`config.mk`:
```
export PLATFORM = sky130hd
export DESIGN_NAME = qfd_top
export DESIGN_NICKNAME = d
export VERILOG_FILES = /design/src/rtl/qfd_pkg.sv /design/src/rtl/qfd_nib_pack.sv /design/src/rtl/qfd_shape_lut.sv /design/src/rtl/qfd_seq.sv /design/src/rtl/qfd_top.sv
export SDC_FILE = /design/constraint.sdc
export NUM_CORES = 1
export LEC_CHECK = 0
export CORE_AREA = 2 2 111 113
export DETAILED_ROUTE_END_ITERATION = 8
export DIE_AREA = 0 0 113 115
export GPL_TIMING_DRIVEN = 0
export SLEW_MARGIN = 25
export SYNTH_ARGS = -nofsm -noshare
export SYNTH_HDL_FRONTEND = slang
export SYNTH_SLANG_ARGS = --single-unit
```
`constraint.sdc`:
```
create_clock -name clk -period 2 [get_ports clk]
set_input_delay 0.2 -clock clk [delete_from_list [all_inputs] [get_ports clk]]
set_output_delay 0.2 -clock clk [all_outputs]
set_load 0.005 [all_outputs]
```
`src/rtl/qfd_pkg.sv`:
```
package qfd_pkg;
  localparam int ADR_BYTES = 3;
  localparam int ADDR_W    = 8 * ADR_BYTES;
  localparam int DMY_CLKS  = 10;
  localparam int DMY_W     = $clog2(DMY_CLKS + 1);
  localparam int PROG_MAX  = 256;
  localparam int OTP_MAX   = 65;
  localparam int CNT_W     = $clog2(PROG_MAX + 1);

  typedef struct packed {
    logic             known;
    logic             has_addr;
    logic [DMY_W-1:0] ndummy;
    logic             rd;
    logic             wr;
    logic [CNT_W-1:0] dmax;    // 0 = uncapped read
    logic             busy_ok;
  } op_shape_t;

  function automatic op_shape_t shape_of(input logic [7:0] op);
    op_shape_t s;
    s = '0;
    s.known = 1'b1;
    case (op)
      8'hAF: begin s.rd = 1'b1; s.dmax = CNT_W'(3); end
      8'h0B, 8'h6B, 8'hEB: begin
        s.has_addr = 1'b1; s.ndummy = DMY_W'(DMY_CLKS); s.rd = 1'b1;
      end
      8'h4B: begin
        s.has_addr = 1'b1; s.ndummy = DMY_W'(DMY_CLKS); s.rd = 1'b1;
        s.dmax = CNT_W'(OTP_MAX);
      end
      8'h02, 8'h32, 8'h12: begin
        s.has_addr = 1'b1; s.wr = 1'b1; s.dmax = CNT_W'(PROG_MAX);
      end
      8'h42: begin s.has_addr = 1'b1; s.wr = 1'b1; s.dmax = CNT_W'(OTP_MAX); end
      8'h20, 8'hD8: s.has_addr = 1'b1;
      8'h06, 8'h04, 8'hC7, 8'h7A, 8'h50: ;
      8'h75: s.busy_ok = 1'b1;
      8'h05, 8'h70: begin s.rd = 1'b1; s.busy_ok = 1'b1; end
      8'h01: begin s.wr = 1'b1; s.dmax = CNT_W'(1); end
      8'hE8: begin s.has_addr = 1'b1; s.rd = 1'b1; end
      8'hE5: begin s.has_addr = 1'b1; s.wr = 1'b1; s.dmax = CNT_W'(1); end
      8'hB5: begin s.rd = 1'b1; s.dmax = CNT_W'(2); end
      default: s.known = 1'b0;
    endcase
    return s;
  endfunction
endpackage

```
`src/rtl/qfd_nib_pack.sv`:
```
module qfd_nib_pack (
  input  logic       clk,
  input  logic       rst_n,
  input  logic       cs_n,
  input  logic       sck_en,
  input  logic [3:0] io_in,
  output logic       nib_stb,
  output logic       byte_stb,
  output logic [7:0] byte_val
);
  logic       half_q;
  logic [3:0] hi_q;

  always_ff @(posedge clk) begin
    if (!rst_n) begin
      half_q <= 1'b0;
      hi_q   <= '0;
    end else if (cs_n) begin
      half_q <= 1'b0;
    end else if (sck_en) begin
      half_q <= ~half_q;
      if (!half_q) hi_q <= io_in;
    end
  end

  assign nib_stb  = !cs_n && sck_en;
  assign byte_stb = nib_stb && half_q;
  assign byte_val = {hi_q, io_in};
endmodule

```
`src/rtl/qfd_shape_lut.sv`:
```
module qfd_shape_lut
  import qfd_pkg::*;
(
  input  logic [7:0] op,
  output op_shape_t  shape
);
  always_comb shape = shape_of(op);
endmodule

```
`src/rtl/qfd_seq.sv`:
```
module qfd_seq
  import qfd_pkg::*;
(
  input  logic              clk,
  input  logic              rst_n,
  input  logic              cs_n,
  input  logic              busy,
  input  logic              nib_stb,
  input  logic              byte_stb,
  input  logic [7:0]        byte_val,
  input  op_shape_t         shape,
  output logic              rd_req,
  output logic              wr_valid,
  output logic [7:0]        wr_data,
  output logic              cmd_commit,
  output logic [7:0]        cmd_op,
  output logic [ADDR_W-1:0] cmd_addr,
  output logic [CNT_W-1:0]  cmd_nbytes
);
  typedef enum logic [2:0] {S_OPC, S_ADDR, S_DUMMY, S_DATA, S_SKIP} st_t;
  localparam int ACNT_W = $clog2(ADR_BYTES + 1);

  st_t              st;
  op_shape_t        shp;
  op_shape_t        nshp;
  logic [ACNT_W-1:0] acnt;
  logic [DMY_W-1:0] dmy;
  logic [CNT_W-1:0] dcnt;
  logic             cs_q;
  logic             accept;
  logic             enter_data;

  always_comb begin
    nshp   = (st == S_OPC) ? shape : shp;
    accept = shape.known && (!busy || shape.busy_ok);
    enter_data = 1'b0;
    if (!cs_n) begin
      case (st)
        S_OPC:   enter_data = byte_stb && accept && !shape.has_addr;
        S_ADDR:  enter_data = byte_stb && (acnt == ACNT_W'(ADR_BYTES - 1)) &&
                              (shp.ndummy == '0);
        S_DUMMY: enter_data = nib_stb && (dmy == shp.ndummy - DMY_W'(1));
        default: enter_data = 1'b0;
      endcase
    end
  end

  always_ff @(posedge clk) begin
    if (!rst_n) begin
      st         <= S_OPC;
      shp        <= '0;
      acnt       <= '0;
      dmy        <= '0;
      dcnt       <= '0;
      cs_q       <= 1'b1;
      rd_req     <= 1'b0;
      wr_valid   <= 1'b0;
      wr_data    <= '0;
      cmd_commit <= 1'b0;
      cmd_op     <= '0;
      cmd_addr   <= '0;
      cmd_nbytes <= '0;
    end else begin
      rd_req     <= 1'b0;
      wr_valid   <= 1'b0;
      cmd_commit <= 1'b0;
      cs_q       <= cs_n;
      if (cs_n) begin
        if (!cs_q) begin
          cmd_commit <= (st == S_DATA) && (!shp.wr || dcnt != '0);
          cmd_nbytes <= shp.wr ? dcnt : '0;
        end
        st   <= S_OPC;
        acnt <= '0;
        dmy  <= '0;
        dcnt <= '0;
      end else begin
        if (enter_data) begin
          st     <= S_DATA;
          rd_req <= nshp.rd;
          dcnt   <= nshp.rd ? CNT_W'(1) : '0;
        end
        case (st)
          S_OPC: if (byte_stb) begin
            cmd_op   <= byte_val;
            cmd_addr <= '0;
            shp      <= shape;
            if (!accept)             st <= S_SKIP;
            else if (shape.has_addr) st <= S_ADDR;
          end
          S_ADDR: if (byte_stb) begin
            cmd_addr <= {cmd_addr[ADDR_W-9:0], byte_val};
            acnt     <= acnt + ACNT_W'(1);
            if (acnt == ACNT_W'(ADR_BYTES - 1) && shp.ndummy != '0)
              st <= S_DUMMY;
          end
          S_DUMMY: if (nib_stb) dmy <= dmy + DMY_W'(1);
          S_DATA: if (byte_stb) begin
            if (shp.wr && dcnt < shp.dmax) begin
              wr_valid <= 1'b1;
              wr_data  <= byte_val;
              dcnt     <= dcnt + CNT_W'(1);
            end
            if (shp.rd && (shp.dmax == '0 || dcnt < shp.dmax)) begin
              rd_req <= 1'b1;
              if (shp.dmax != '0) dcnt <= dcnt + CNT_W'(1);
            end
          end
          default: ;
        endcase
      end
    end
  end
endmodule

```
`src/rtl/qfd_top.sv`:
```
module qfd_top
  import qfd_pkg::*;
(
  input  logic              clk,
  input  logic              rst_n,
  input  logic              cs_n,
  input  logic              sck_en,
  input  logic [3:0]        io_in,
  input  logic              busy,
  output logic              rd_req,
  output logic              wr_valid,
  output logic [7:0]        wr_data,
  output logic              cmd_commit,
  output logic [7:0]        cmd_op,
  output logic [ADDR_W-1:0] cmd_addr,
  output logic [CNT_W-1:0]  cmd_nbytes
);
  logic      nib_stb;
  logic      byte_stb;
  logic [7:0] byte_val;
  op_shape_t shape;

  qfd_nib_pack u_pack (
    .clk(clk), .rst_n(rst_n), .cs_n(cs_n), .sck_en(sck_en), .io_in(io_in),
    .nib_stb(nib_stb), .byte_stb(byte_stb), .byte_val(byte_val)
  );

  qfd_shape_lut u_lut (.op(byte_val), .shape(shape));

  qfd_seq u_seq (
    .clk(clk), .rst_n(rst_n), .cs_n(cs_n), .busy(busy),
    .nib_stb(nib_stb), .byte_stb(byte_stb), .byte_val(byte_val), .shape(shape),
    .rd_req(rd_req), .wr_valid(wr_valid), .wr_data(wr_data),
    .cmd_commit(cmd_commit), .cmd_op(cmd_op), .cmd_addr(cmd_addr),
    .cmd_nbytes(cmd_nbytes)
  );
endmodule

```
## Word level (Yosys, flattened, before mapping)

Cells that the tools add are included.
W data, S select, Z words.

| word-level totals | value |
|---|---|
| register bits after elaboration | 92 |
| input port bits | 9 |
| output and inout bits | 52 |
| logic and storage cells | 138 |

| operators by class | value |
|---|---|
| add/subtract/negate cells | 4 |
| $lt $le $gt $ge | 1 |
| equality and inequality tests | 30 |
| mux-type cells | 33 |
| bitwise gates (word level) | 6 |
| reductions and logical operators | 45 |

Operators by type and width:

| cell | number |
|---|---|
| $mux W9 | 7 |
| $eq A8 B7 Y1 const B | 7 |
| $eq A8 B8 Y1 const B | 7 |
| $mux W24 | 2 |
| $pmux W24 S2 | 1 |
| $pmux W9 S5 | 1 |
| $eq A8 B3 Y1 const B | 3 |
| $reduce_or A23 Y1 | 1 |
| $mux W3 | 6 |
| $reduce_bool A9 Y1 | 2 |
| $eq A8 B6 Y1 const B | 2 |
| $logic_and A1 B1 Y1 | 12 |
| $mux W1 | 12 |
| $mux W12 | 1 |
| $reduce_or A12 Y1 | 1 |
| $add A9 B1 Y9 const B | 1 |
| $logic_not A9 Y1 | 1 |
| $lt A9 B9 Y1 | 1 |
| $reduce_or A3 Y1 | 3 |
| $reduce_or A9 Y1 | 1 |
| $eq A8 B1 Y1 const B | 1 |
| $eq A8 B2 Y1 const B | 1 |
| $eq A8 B4 Y1 const B | 1 |
| $eq A8 B5 Y1 const B | 1 |
| 24 further kinds | 43 |

## Logic depth before layout (Yosys ltp)

Gate-level depths: netlist of the first run.

| depth | value |
|---|---|
| word-level depth | 15 |
| depth in mapped cells | 9 |
| depth with buffers taken out | 8 |

## Cells and area by module

A second synthesis of the first run with hierarchy kept.

| second synthesis, totals | value |
|---|---|
| cells, all modules | 550 |
| area, all modules | 4735.8 um^2 |

Modules (own cells, without submodules):

| module | times used | cells each | area an instance (um^2) | seq. area each (um^2) |
|---|---|---|---|---|
| qfd_seq | 1 | 436 | 3908.7 | 1721.7 |
| qfd_shape_lut | 1 | 87 | 573.0 | 0.0 |
| qfd_nib_pack | 1 | 27 | 254.0 | 100.1 |

## Worst setup path after synthesis of the first run

Ideal clock, no wire load.

| timing | value |
|---|---|
| path kind | reg-to-reg |
| start | register u_seq.dcnt[5] |
| end | register u_seq.dcnt[6] |
| library setup time | 0.134 ns |
| arrival | 2.101 ns |
| data required time | 1.866 ns |
| setup slack | -0.234 ns |
| cell stages (with the launch flop) | 7 |
| path buffers | 0 |
| period minus slack after synthesis | 2.234 ns |
| path through | dfxtp_1 > or4_1 > a2111o_1 > a211oi_4 > and2b_2 > o21ai_2 > a311oi_1 |

| between the ends | value |
|---|---|
| word-level cells in the longest chain between the ends | 7 |
| elaborated cells between the ends (all ways) | 10 |
| classes of those cells | 1 x add/sub; 1 x order compare; 5 x mux; 3 x reduce/logical |

RTL lines:

| what | line | text |
|---|---|---|
| start, declared | qfd_seq.sv:28 | `logic [CNT_W-1:0] dcnt;` |
| start signal, assigned | qfd_seq.sv:81 | `dcnt <= nshp.rd ? CNT_W'(1) : '0;` |
| start signal, assigned | qfd_seq.sv:102 | `dcnt <= dcnt + CNT_W'(1);` |
| start signal, assigned | qfd_seq.sv:106 | `if (shp.dmax != '0) dcnt <= dcnt + CNT_W'(1);` |
| $lt A9 B9 Y1 | qfd_seq.sv:99, qfd_seq.sv:104 |  |
| $logic_and A1 B1 Y1 | qfd_seq.sv:99 | `if (shp.wr && dcnt < shp.dmax) begin` |
| $mux W9 | qfd_seq.sv:99 |  |
| $mux W9 | qfd_seq.sv:106 |  |
| $mux W9 (*) | qfd_seq.sv:104 | `if (shp.rd && (shp.dmax == '0 \|\| dcnt < shp.dmax)) begin` |
| $mux W9 (*) | qfd_seq.sv:98 | `S_DATA: if (byte_stb) begin` |
| $mux W9 (*) | qfd_seq.sv:83 | `case (st)` |

Mark *: on every way between the ends. The rest lies on a longest branch, timed or not.
A chain may end at the register's enable or synchronous reset.

## Final worst setup path of the first run

| timing | value |
|---|---|
| start | register u_seq.shp[9] (netlist name) |
| end | register u_seq.dcnt[5] |

| between the ends | value |
|---|---|
| word-level cells in the longest chain between the ends | 7 |
| elaborated cells between the ends (all ways) | 11 |
| classes of those cells | 1 x order compare; 5 x mux; 5 x reduce/logical |

RTL lines:

| what | line | text |
|---|---|---|
| start, declared | qfd_seq.sv:24 | `op_shape_t shp;` |
| start signal, assigned | qfd_seq.sv:87 | `shp <= shape;` |
| $lt A9 B9 Y1 | qfd_seq.sv:99, qfd_seq.sv:104 |  |
| $logic_and A1 B1 Y1 | qfd_seq.sv:99 |  |
| $mux W9 | qfd_seq.sv:99 |  |
| $mux W9 | qfd_seq.sv:106 |  |
| $mux W9 (*) | qfd_seq.sv:104 |  |
| $mux W9 (*) | qfd_seq.sv:98 |  |
| $mux W9 (*) | qfd_seq.sv:83 |  |

Marked as above.

==> impl_results.md, run 1 <==
* Status: finished, violations left
* Failing checks: DRC, setup timing
* Area grow syn2layout at 36.0%
* Yosys cell types at slightly above 60
* Post-place setup slack at -921 ps
* Worst r2r path cells at 9
* Min Tclk post-route at around 2300 ps
* Top FF cell, synth: dfxtp_1
* Buffer depth of the longest clock path at 2
* Largest net degree at the start of global routing at 15
* Sequential area share after synthesis at 40.9%
* Grt ovf at 0
* Yosys reg bits at 83
* Crit path kind: reg2reg
* Post-Syn Instances at 484
* Worst r2r src: u_seq.shp[9]
* Final nets at 583
* CP required at 2240 ps
* CP endpoint kind: register
* Placed Area at 4840 µm²
* Antenna violations before repair at 0
* Antenna Nets Post-Route at 0
* Slowest cell on the critical path: a2111o_1
* Max_cap viols at 0
* Most frequent cells after synthesis: 83 x dfxtp_1, 65 x nand2_1, 44 x a21boi_0, 39 x nand3_1, 36 x clkbuf_1
* Area leader, netlist: dfxtp_1
* Final Instance Area at 5530 µm²
* Synth Area per Inst at 8.39 µm²
* Startpoint types: register
* R2r endpoint: u_seq.dcnt[5]
* Crit-path max cell delay at 410 ps
* WHS at 421 ps
* Synth warnings at 0
* Tot GR Track Use at between 10% and 20%
* Post-synth EDFFs at 0
* RSZ-0062 raised after global routing: true
* Die H at about 120 µm
* Worst Tran Pin Value at 521 ps
* Max-slew headroom at 65.3%
* H-tree levels at 3
* Die Wd at 113 µm
* Peak VDD IR at 0.383 mV
* Routed WL at 11.4 mm
* Core box area at between 10000 and 15000 µm²
* Fillers at 1158
* WL/cell at 15.9 µm
* CP Capture Point: u_seq.dcnt[5]
* Top cell type's share of synthesized area at between 40% and 50%
* Min setup slack post-route at -323 ps
* Clock skew at 8.51 ps
* Worst EP arrival at 2560 ps
* Ant. Diodes at 0
* Global placement routability congestion at just over 0.9
* Start point of the critical path: u_seq.shp[9]
* Detailed placer's ending HPWL at 7.88 mm
* Layout cell share with drive strength beyond 1 at 16.3%
* Buf+Inv Stages, Crit Path at 3
* Number of global-route vias before repair at between 3000 and 4000
* Stages on the worst setup path at 9
* Top cells by area, synth: dfxtp_1 41%, a21boi_0 8.1%, nand2_1 6.0%, nand3_1 4.8%, nor2b_1 3.4%
* Final setup fails at 21
* Final hold viol count at 0
* Hold_sp: io_in[1]
* LEAKAGE at 1.80 nW
* PwrDens at 672 nW/µm²
* Post-route DRC violation count at 4
* Synthesized area at 4060 µm²
* Crit path max fanout at 5
* Crit path cell chain: inv_2 -> ha_4 -> or3_1 -> a2111o_1 -> a211oi_4 -> buf_4 -> buf_6 -> a21oi_2 -> a311oi_1
* # rows at 40
* Peak Freq at 430 MHz
* Clock sink count at 83
* Vias at around 3900
* Fin crit share at 116%
* Top delay family on crit path: compound AO/OA/AOI/OAI gates
* Most numerous cell in the Yosys netlist: dfxtp_1
* Worst-skew pair later-pin latency at 350 ps
* Hold Crit Class: in2reg
* Clk pin slew, worst setup/hold paths at around 60 ps
* Starting Density at 34.4%
* Pre-Repair DR Iteration Count at 6
* PortBufs at 57
* First-pass GRT wire length at 18.8 mm
* Syn nets at 500
* Drt first-iter violations at ~190
* I/O pin count at around 60
* CTS buffer count at 9
* Vias per inst at 5.37
* Root buffer selected by CTS: clkbuf_16
* Max-slew violation count at 0
* Async SR Flop Fraction at 0%
* Reg2Reg Setup Slack at -320 ps
* Final TNS setup at -4170 ps
* Die area at 13000 µm²
* CTS tree: yes
-- per-layer routing --
| layer | track usage (%) | up-vias | part of all wire, % |
|---|---|---|---|
| li1 | - | 1886 | - |
| met1 | 23.8 | 1831 | 46 |
| met2 | 28.1 | 119 | 45 |
| met3 | 4.53 | 25 | 6.0 |
| met4 | 8.37 | 0 | 3.0 |
| met5 | 0 | - | 0 |
-- power by group --
| part | internal [mW] | switching [mW] |
|---|---|---|
| logic | 0.0999 | 0.143 |
| registers | 1.66 | 0.0137 |
| clock network | 1.10 | 0.700 |
-- stage by stage --
step / utilization [%] / total power, mW / instances
global placement: 41.0 / 1.92 / 688
detailed placement: 41.0 / 1.92 / 688
floorplan: - / 1.85 / 484
global route: 46.8 / 3.83 / 719
finish: 46.8 / 3.71 / 719
CTS: 45.5 / 3.73 / 715
-- how the worst min path moves through the flow --
stage / endpoint / slack, ps / cells past startpoint
3_5_place_dp: u_seq.cmd_addr[21] / 460 / 2
4_1_cts: u_seq.shp[2] / 430 / 5
6_report: u_seq.shp[2] / 420 / 5
5_1_grt: u_seq.shp[2] / 460 / 5
2_1_floorplan: u_pack.half_q / 340 / 2
3_3_place_gp: u_seq.cmd_addr[23] / 450 / 2
-- area by class of cell --
| class | count | area, µm² | area share (%) |
|---|---|---|---|
| clock buffers | 10 | 229 | 4.14 |
| clock inverters | 6 | 87.6 | 1.58 |
| well taps | 147 | 184 | 3.33 |
| flip-flops and latches | 83 | 1680 | 30.4 |
| repair buffers | 74 | 711 | 12.9 |
| inverters | 13 | 48.8 | 0.883 |
| plain buffers | 37 | 185 | 3.35 |
| multi-input cells | 349 | 2400 | 43.4 |
-- flip-flops by register name, summed over array words and instances, names as in the netlist --
name,count
u_seq.cmd_nbytes,9
u_seq.wr_valid,1
u_seq.dmy,4
u_seq.wr_data,8
u_seq.dcnt,9
u_seq.shp,7
u_seq.cmd_op,8
u_seq.acnt,2
u_seq.cmd_addr,24
u_seq.rd_req,1
u_seq.cs_q,1
u_seq.cmd_commit,1
u_pack.half_q,1
u_seq.st,3
u_pack.hi_q,4
-- worst min-delay path, cell delays in order --
cell	delay, ps
dlymetal6s2s_1	140
or3b_2	160
a211oi_4	70
nand2_1	60
a21boi_0	80
-- cells by family (layout without fill, tap and decap cells) --
group | after synthesis | count (layout) | synth area share (%)
adders and majority gates | 7 | 7 | 2.16
and+or+nand+nor | 218 | 218 | 28.5
DFF | 83 | 83 | 40.9
buffers and inverters | 52 | 140 | 5.08
muxes | 13 | 13 | 3.20
xor gates and xnor gates | 9 | 9 | 1.94
AOI/OAI and AO/OA | 102 | 102 | 18.2
-- cell usage in the layout (no fill, tap or decap), types with 4 or more instances in the layout --
cell type,count
nand4_1,7
nand3b_1,4
o211ai_1,5
nand4b_1,4
nor4bb_1,5
clkdlybuf4s50_1,56
nor3_1,11
a21boi_0,44
xor2_1,4
clkbuf_2,9
nor2b_1,22
nand2_1,64
dfxtp_2,7
nand2b_1,5
o21ai_0,6
ha_1,5
inv_1,10
clkbuf_1,23
nand3_1,38
nor2_1,23
clkbuf_16,9
xnor2_1,5
dfxtp_1,73
nor4_1,4
mux2i_1,12
a21oi_2,4
buf_4,14
a21oi_1,13
-- what timing repair did --
action | 4_1_cts | 5_1_grt
hold endpoints to repair | 0 | 0
cloned | 2 | 0
gates resized for setup | 32 | 41
hold buffers | 0 | 0
buffers inserted | 11 | 4
endpoints found under the setup margin | 54 | 46
pin swaps | 15 | 14
No activity file was read; power rests on OpenSTA's default activity.
==> run 2, diff against run 1 <==
--- a/config.mk
+++ b/config.mk
@@ -5,6 +5,7 @@
 export SDC_FILE = /design/constraint.sdc
 export NUM_CORES = 1
 export LEC_CHECK = 0
+export CAP_MARGIN = 40
 export CORE_AREA = 2 2 111 113
 export DETAILED_ROUTE_END_ITERATION = 8
 export DIE_AREA = 0 0 113 115
==> run 2 against run 1 <==
  * The run still ends with DRC, setup timing left
  * First-iteration DRC count is 24% higher
  * Worst setup slack better by 61 ps
  * Final area is 1.8% lower
  * Clock-buffer cell count stayed put
  * Die area stayed put
  * Global-route usage is 0.13 points lower
  * Cell count is 0.28% lower
  * Via count is 2.6% lower
  * Clock power is 6% lower
  * Non-clock buffer count is 2 lower
  * Critical path depth is 2 lower
  * Largest cell class unchanged
==> impl_results.md, run 2 (same netlist as run 1, synthesis figures left out) <==
* Status: finished, violations left
* Failing checks: DRC, setup timing
* Crit path cell chain: or4_4 -> a2111o_1 -> a211oi_4 -> buf_6 -> and2b_2 -> o21ai_4 -> a311oi_1
* Drt first-iter violations at 236
* Clock skew at between 9 and 10 ps
* Most frequent cells in the layout: 74 x dfxtp_1, 64 x nand2_1, 57 x clkdlybuf4s50_1
* RSZ-0062 raised after global routing: true
* Top delay family on crit path: compound AO/OA/AOI/OAI gates
* Max FFs per register at 24
* Die H at around 120 µm
* Worst EP arrival at 2480 ps
* Top Registers: u_seq.cmd_addr x24, u_seq.cmd_nbytes x9, u_seq.dcnt x9
* Root buffer selected by CTS: clkbuf_16
* Buf+Inv Stages, Crit Path at 1
* Largest net degree at the start of global routing at 15
* Starting Density at 34.4%
* Peak Freq at 442 MHz
* Max-slew violation count at 0
* Placed insts at slightly below 700
* I/O pin count at ~60
* H-tree levels at 3
* Die Wd at about 110 µm
* Clock sink count at 83
* Final TNS setup at -3550 ps
* Vias per inst at 5.25
* Max_cap viols at 0
* Worst Tran Pin Value at between 500 and 600 ps
* Final Non-Filler Cells at 717
* Reg2Reg Setup Slack at -260 ps
* CP required at 2220 ps
* Pre-Repair DR Iteration Count at 7
* Area grow syn2layout at 33.6%
* Fin crit share at 113%
* Final nets at 581
* Worst r2r path cells at 7
* Hold path cells at 5
* First-pass GRT wire length at 18.7 mm
* Slowest cell on the critical path: or4_4
* CTS buffer count at 9
* Buffer depth of the longest clock path at 2
* Psw at 0.853 mW
* Max-slew headroom at around 64%
* WL/cell at 15.8 µm
* CTS Hold Bufs at 0
* Layout cell share with drive strength beyond 1 at 13.9%
* CP endpoint kind: register
* Hold Crit Class: in2reg
* R2r endpoint: u_seq.dcnt[2]
* Crit path kind: reg2reg
* Antenna Nets Post-Route at 0
* Final setup fails at 21
* Routed WL at 11.3 mm
* Number of global-route vias before repair at 3715
* PwrDens at 665 nW/µm²
* Clock share of power at 47.0%
* Worst r2r src: u_seq.dcnt[5]
* Crit path max fanout at 5
* Hold path endpoint: u_seq.shp[2]
* Crit-path max cell delay at 530 ps
* Tot GR Track Use at approximately 18%
* Pint at 2.76 mW
* Worst-skew pair later-pin latency at 350 ps
* Core box area at around 12000 µm²
* Grt ovf at 0
* Die area at 13000 µm²
* Clk pin slew, worst setup/hold paths at about 60 ps
* Vias at 3762
* LEAKAGE at 1.75 nW
* Most common cell after layout, fill and taps aside: dfxtp_1
* Detailed placer's ending HPWL at 7.85 mm
* Switching share of total power at roughly a quarter
* Reg power frac at 46.3%
* CTS tree: yes
* Seq. cell area at roughly 1700 µm²
* WHS at 456 ps
* Global placement routability congestion at 0.905
* Logic pwr share at 6.7%
* PortBufs at 57
* Fillers at 1166
* Antenna violations before repair at 0
* # rows at 40
* Multi-input logic area at 2350 µm²
* Post-route DRC violation count at 4
* Final hold viol count at 0
* Min setup slack post-route at -262 ps
* Ant. Diodes at 0
* Startpoint types: register
* Largest Register: u_seq.cmd_addr
* Hold_sp: io_in[0]
* Min Tclk post-route at ~2300 ps
* Peak VDD IR at 0.358 mV
run 2: layout make-up:
type / count / area share (%)
Multi-Input combinational cell: 349 / 43.2
Sequential cell: 83 / 31.0
Timing Repair Buffer: 73 / 13.0
Clock buffer: 10 / 4.40
Tap cell: 147 / 3.39
Buffer: 36 / 2.97
Clock inverter: 6 / 1.15
Inverter: 13 / 0.899
run 2: repair_timing:
item / CTS / global route
pin swaps: 15 / 3
gates resized for setup: 38 / 11
endpoints found under the setup margin: 54 / 46
buffers inserted: 11 / 4
run 2: worst max-delay path by stage:
stage                              from  slack (ps)  cells past startpoint             to
after floorplan            u_seq.shp[7]        -210                      8  u_seq.dcnt[2]
after global placement             cs_n        -860                      7  u_seq.dcnt[3]
after detailed placement           cs_n        -920                      7  u_seq.dcnt[5]
after CTS                 u_seq.dcnt[5]        -250                      7  u_seq.dcnt[5]
after global routing      u_seq.dcnt[5]        -340                      7  u_seq.dcnt[2]
final                     u_seq.dcnt[5]        -260                      7  u_seq.dcnt[2]
run 2: power groups by stage:
stage	Combinational, mW	Sequential (mW)	Clock, mW
detailed placement	0.215	1.70	0
global route	0.260	1.67	1.83
CTS	0.232	1.67	1.74
floorplan	0.148	1.70	0
global placement	0.212	1.70	0
finish	0.241	1.67	1.70
run 2: stage by stage:
step	area, µm²	util, %	setup WS, ps	power, mW
finish	5430	46.0	-262	3.61
CTS	5380	45.5	-248	3.64
global placement	4840	41.0	-855	1.92
floorplan	4090	-	-206	1.85
global route	5430	46.0	-337	3.76
detailed placement	4850	41.0	-922	1.92
run 2: tightest hold or removal path, stage by stage:
cell and delay, ps:
clkbuf_1 180, nand2_1 150, a211oi_2 70, nand2_1 60, a21boi_0 80
run 2: layer usage:
metal	global-route usage, %	vias up	share of wire (%)
met5	0	-	0
met4	8.37	0	2.2
met3	4.38	17	6.7
met2	27.8	132	45
met1	23.8	1744	47
li1	-	1869	-
==> run 3, diff against run 2 <==
--- a/config.mk
+++ b/config.mk
@@ -10,6 +10,7 @@
 export DETAILED_ROUTE_END_ITERATION = 8
 export DIE_AREA = 0 0 113 115
 export GPL_TIMING_DRIVEN = 0
+export SETUP_SLACK_MARGIN = 0.2
 export SLEW_MARGIN = 25
 export SYNTH_ARGS = -nofsm -noshare
 export SYNTH_HDL_FRONTEND = slang
==> run 3 against run 2 <==
  * The flow still finishes with violations (DRC, setup timing)
  * Core utilization grew 1.0 points
  * Via count grew 1.5%
  * Hold slack lost 68 ps
  * First-iteration DRC count shrank 17%
  * Sequential power is essentially flat
  * Final area grew 2.3%
  * Register-to-register slack is essentially flat
  * Die area is the same
  * Critical endpoint unchanged
  * Largest cell class unchanged
  * Highest routed layer unchanged
==> impl_results.md, run 3 (same netlist as run 1, synthesis figures left out) <==
* Worst r2r path cells at 7
* Grt ovf at 0
* Vias at 3818
* Most common cell after layout, fill and taps aside: dfxtp_1
* Clk pin slew, worst setup/hold paths at 60 ps
* Max-slew violation count at 0
* Most frequent cells in the layout: 78 x dfxtp_1, 63 x nand2_1, 55 x clkdlybuf4s50_1
* Reg2Reg Setup Slack at -270 ps
* Tot GR Track Use at between 10% and 20%
* # rows at 40
* Top delay family on crit path: compound AO/OA/AOI/OAI gates
* Buf+Inv Stages, Crit Path at 2
* WL/cell at around 16 µm
* Startpoint types: register
* Detailed placer's ending HPWL at ~7.9 mm
* Max-slew headroom at 65.1%
* Worst r2r src: u_seq.dcnt[5]
* Root buffer selected by CTS: clkbuf_16
* Stages on the worst setup path at 7
* Placed insts at 689
* First-pass GRT wire length at 18.6 mm
* Fin crit share at 113%
* H-tree levels at 3
* R2r endpoint: u_seq.dcnt[2]
* Max FFs per register at 24
* Clock sink count at 83
* Crit path max fanout at 3
* Fillers at 1154
* Top Registers: u_seq.cmd_addr x24, u_seq.cmd_nbytes x9, u_seq.dcnt x9
* Layout cell share with drive strength beyond 1 at 16.5%
* Post-route DRC violation count at 4
* Die Wd at 113 µm
* Number of global-route vias before repair at 3753
* Crit-path max cell delay at 550 ps
* Final Instance Area at between 5000 and 6000 µm²
* Buffer depth of the longest clock path at 2
* Global placement routability congestion at 0.902
* Clock skew at 9.12 ps
* Final nets at between 500 and 600
* Vias per inst at 5.29
* Worst Tran Pin Value at 524 ps
* Area grow syn2layout at 36.6%
* Start point of the critical path: u_seq.dcnt[5]
* Routed WL at 11.4 mm
* Die H at 115 µm
* Core box area at around 12000 µm²
* Peak Freq at between 400 and 500 MHz
* Largest net degree at the start of global routing at 16
* Placed Area at 4850 µm²
* CP Capture Point: u_seq.dcnt[2]
* Worst-skew pair later-pin latency at 340 ps
* Min setup slack post-route at -270 ps
* Ant. Diodes at 0
* Fin util at 47.0%
* Antenna violations before repair at 0
* Final Non-Filler Cells at just over 700
* Die area at 13000 µm²
* Hold Crit Class: in2reg
* RSZ-0062 raised after global routing: true
* CTS Hold Bufs at 0
* Final hold viol count at 0
* PortBufs at 57
* Status: finished, violations left
* Antenna Nets Post-Route at 0
* Final setup fails at 22
* Crit path cell chain: or4_4 -> a2111o_1 -> a211oi_4 -> buf_4 -> buf_4 -> nand2b_1 -> a311oi_2
* CP endpoint kind: register
* Max_cap viols at 0
* Failing checks: DRC, setup timing
* Min Tclk post-route at between 2000 and 2500 ps
* CTS tree: yes
* WHS at 388 ps
* Cell repeated most along the worst path: buf_4
* Peak VDD IR at 0.360 mV
* Worst EP arrival at 2520 ps
* Crit path kind: reg2reg
* Final TNS setup at -3460 ps
* LEAKAGE at between 1.5 and 2 nW
* Post-place setup slack at -973 ps
* Starting Density at approximately a third
* I/O pin count at 61
* Final Power at 3.72 mW
* Drt first-iter violations at 197
* Pre-Repair DR Iteration Count at 6
* CTS buffer count at 9
* CP required at roughly 2300 ps
* Slowest cell on the critical path: or4_4
* Largest Register: u_seq.cmd_addr
* PwrDens at 670 nW/µm²
==> run 3: cell types whose count changed in the layout (fill, tap and decap cells not counted), sizes merged <==
| cell | before | now |
|---|---|---|
| buf | 18 | 25 |
| clkinv | 5 | 0 |
| clkdlybuf4s50 | 57 | 55 |
| clkinvlp | 0 | 2 |
| inv | 13 | 15 |
| clkbuf | 44 | 43 |
| dlygate4sd2 | 0 | 1 |
| dlymetal6s2s | 0 | 1 |
==> run 3: repair_timing <==
item / in CTS / in global routing
resized for setup: 51 / 20
pin swaps: 21 / 9
gates cloned: 1 / 0
endpoints found under the setup margin: 61 / 52
setup buffers: 11 / 5
==> run 3: area by class of cell <==
class | instances | area (µm²) | share of cell area, %
Tap cell | 147 | 184 | 3.31
Buffer | 39 | 210 | 3.79
Sequential cell | 83 | 1670 | 30.1
Inverter | 13 | 52.6 | 0.947
Clock inverter | 5 | 63.8 | 1.15
Clock buffer | 11 | 264 | 4.76
Timing Repair Buffer | 75 | 717 | 12.9
Multi-Input combinational cell | 349 | 2390 | 43.0
==> run 3: power breakdown <==
| group | internal [mW] | leakage, nW | switching (mW) |
|---|---|---|---|
| Combinational | 0.105 | 1.00 | 0.151 |
| Sequential | 1.66 | 0.672 | 0.00818 |
| Clock | 1.09 | 0.158 | 0.705 |
==> run 3: worst min-delay path: stages <==
cell and delay [ps]:
dlymetal6s2s_1 130, or3b_2 140, a211oi_2 70, nand2_1 60
a21boi_0 70
==> run 3: worst min path at each step <==
stage / end / from / cells past startpoint / slack, ps
final: u_seq.shp[2] / io_in[1] / 5 / 390
after global routing: u_seq.shp[2] / io_in[1] / 5 / 430
after CTS: u_seq.shp[2] / io_in[0] / 5 / 410
after detailed placement: u_seq.cmd_nbytes[5] / u_seq.cmd_nbytes[5] / 2 / 460
after global placement: u_seq.cmd_addr[23] / u_seq.cmd_addr[23] / 2 / 450
after floorplan: u_pack.half_q / sck_en / 2 / 340
==> run 3: layer usage <==
metal | global-route usage (%) | vias up | share of wire, %
met4 | 8.21 | 0 | 2.4
met2 | 29.2 | 108 | 46
li1 | - | 1881 | -
met5 | 0 | - | 0
met1 | 22.7 | 1806 | 45
met3 | 4.06 | 23 | 6.5
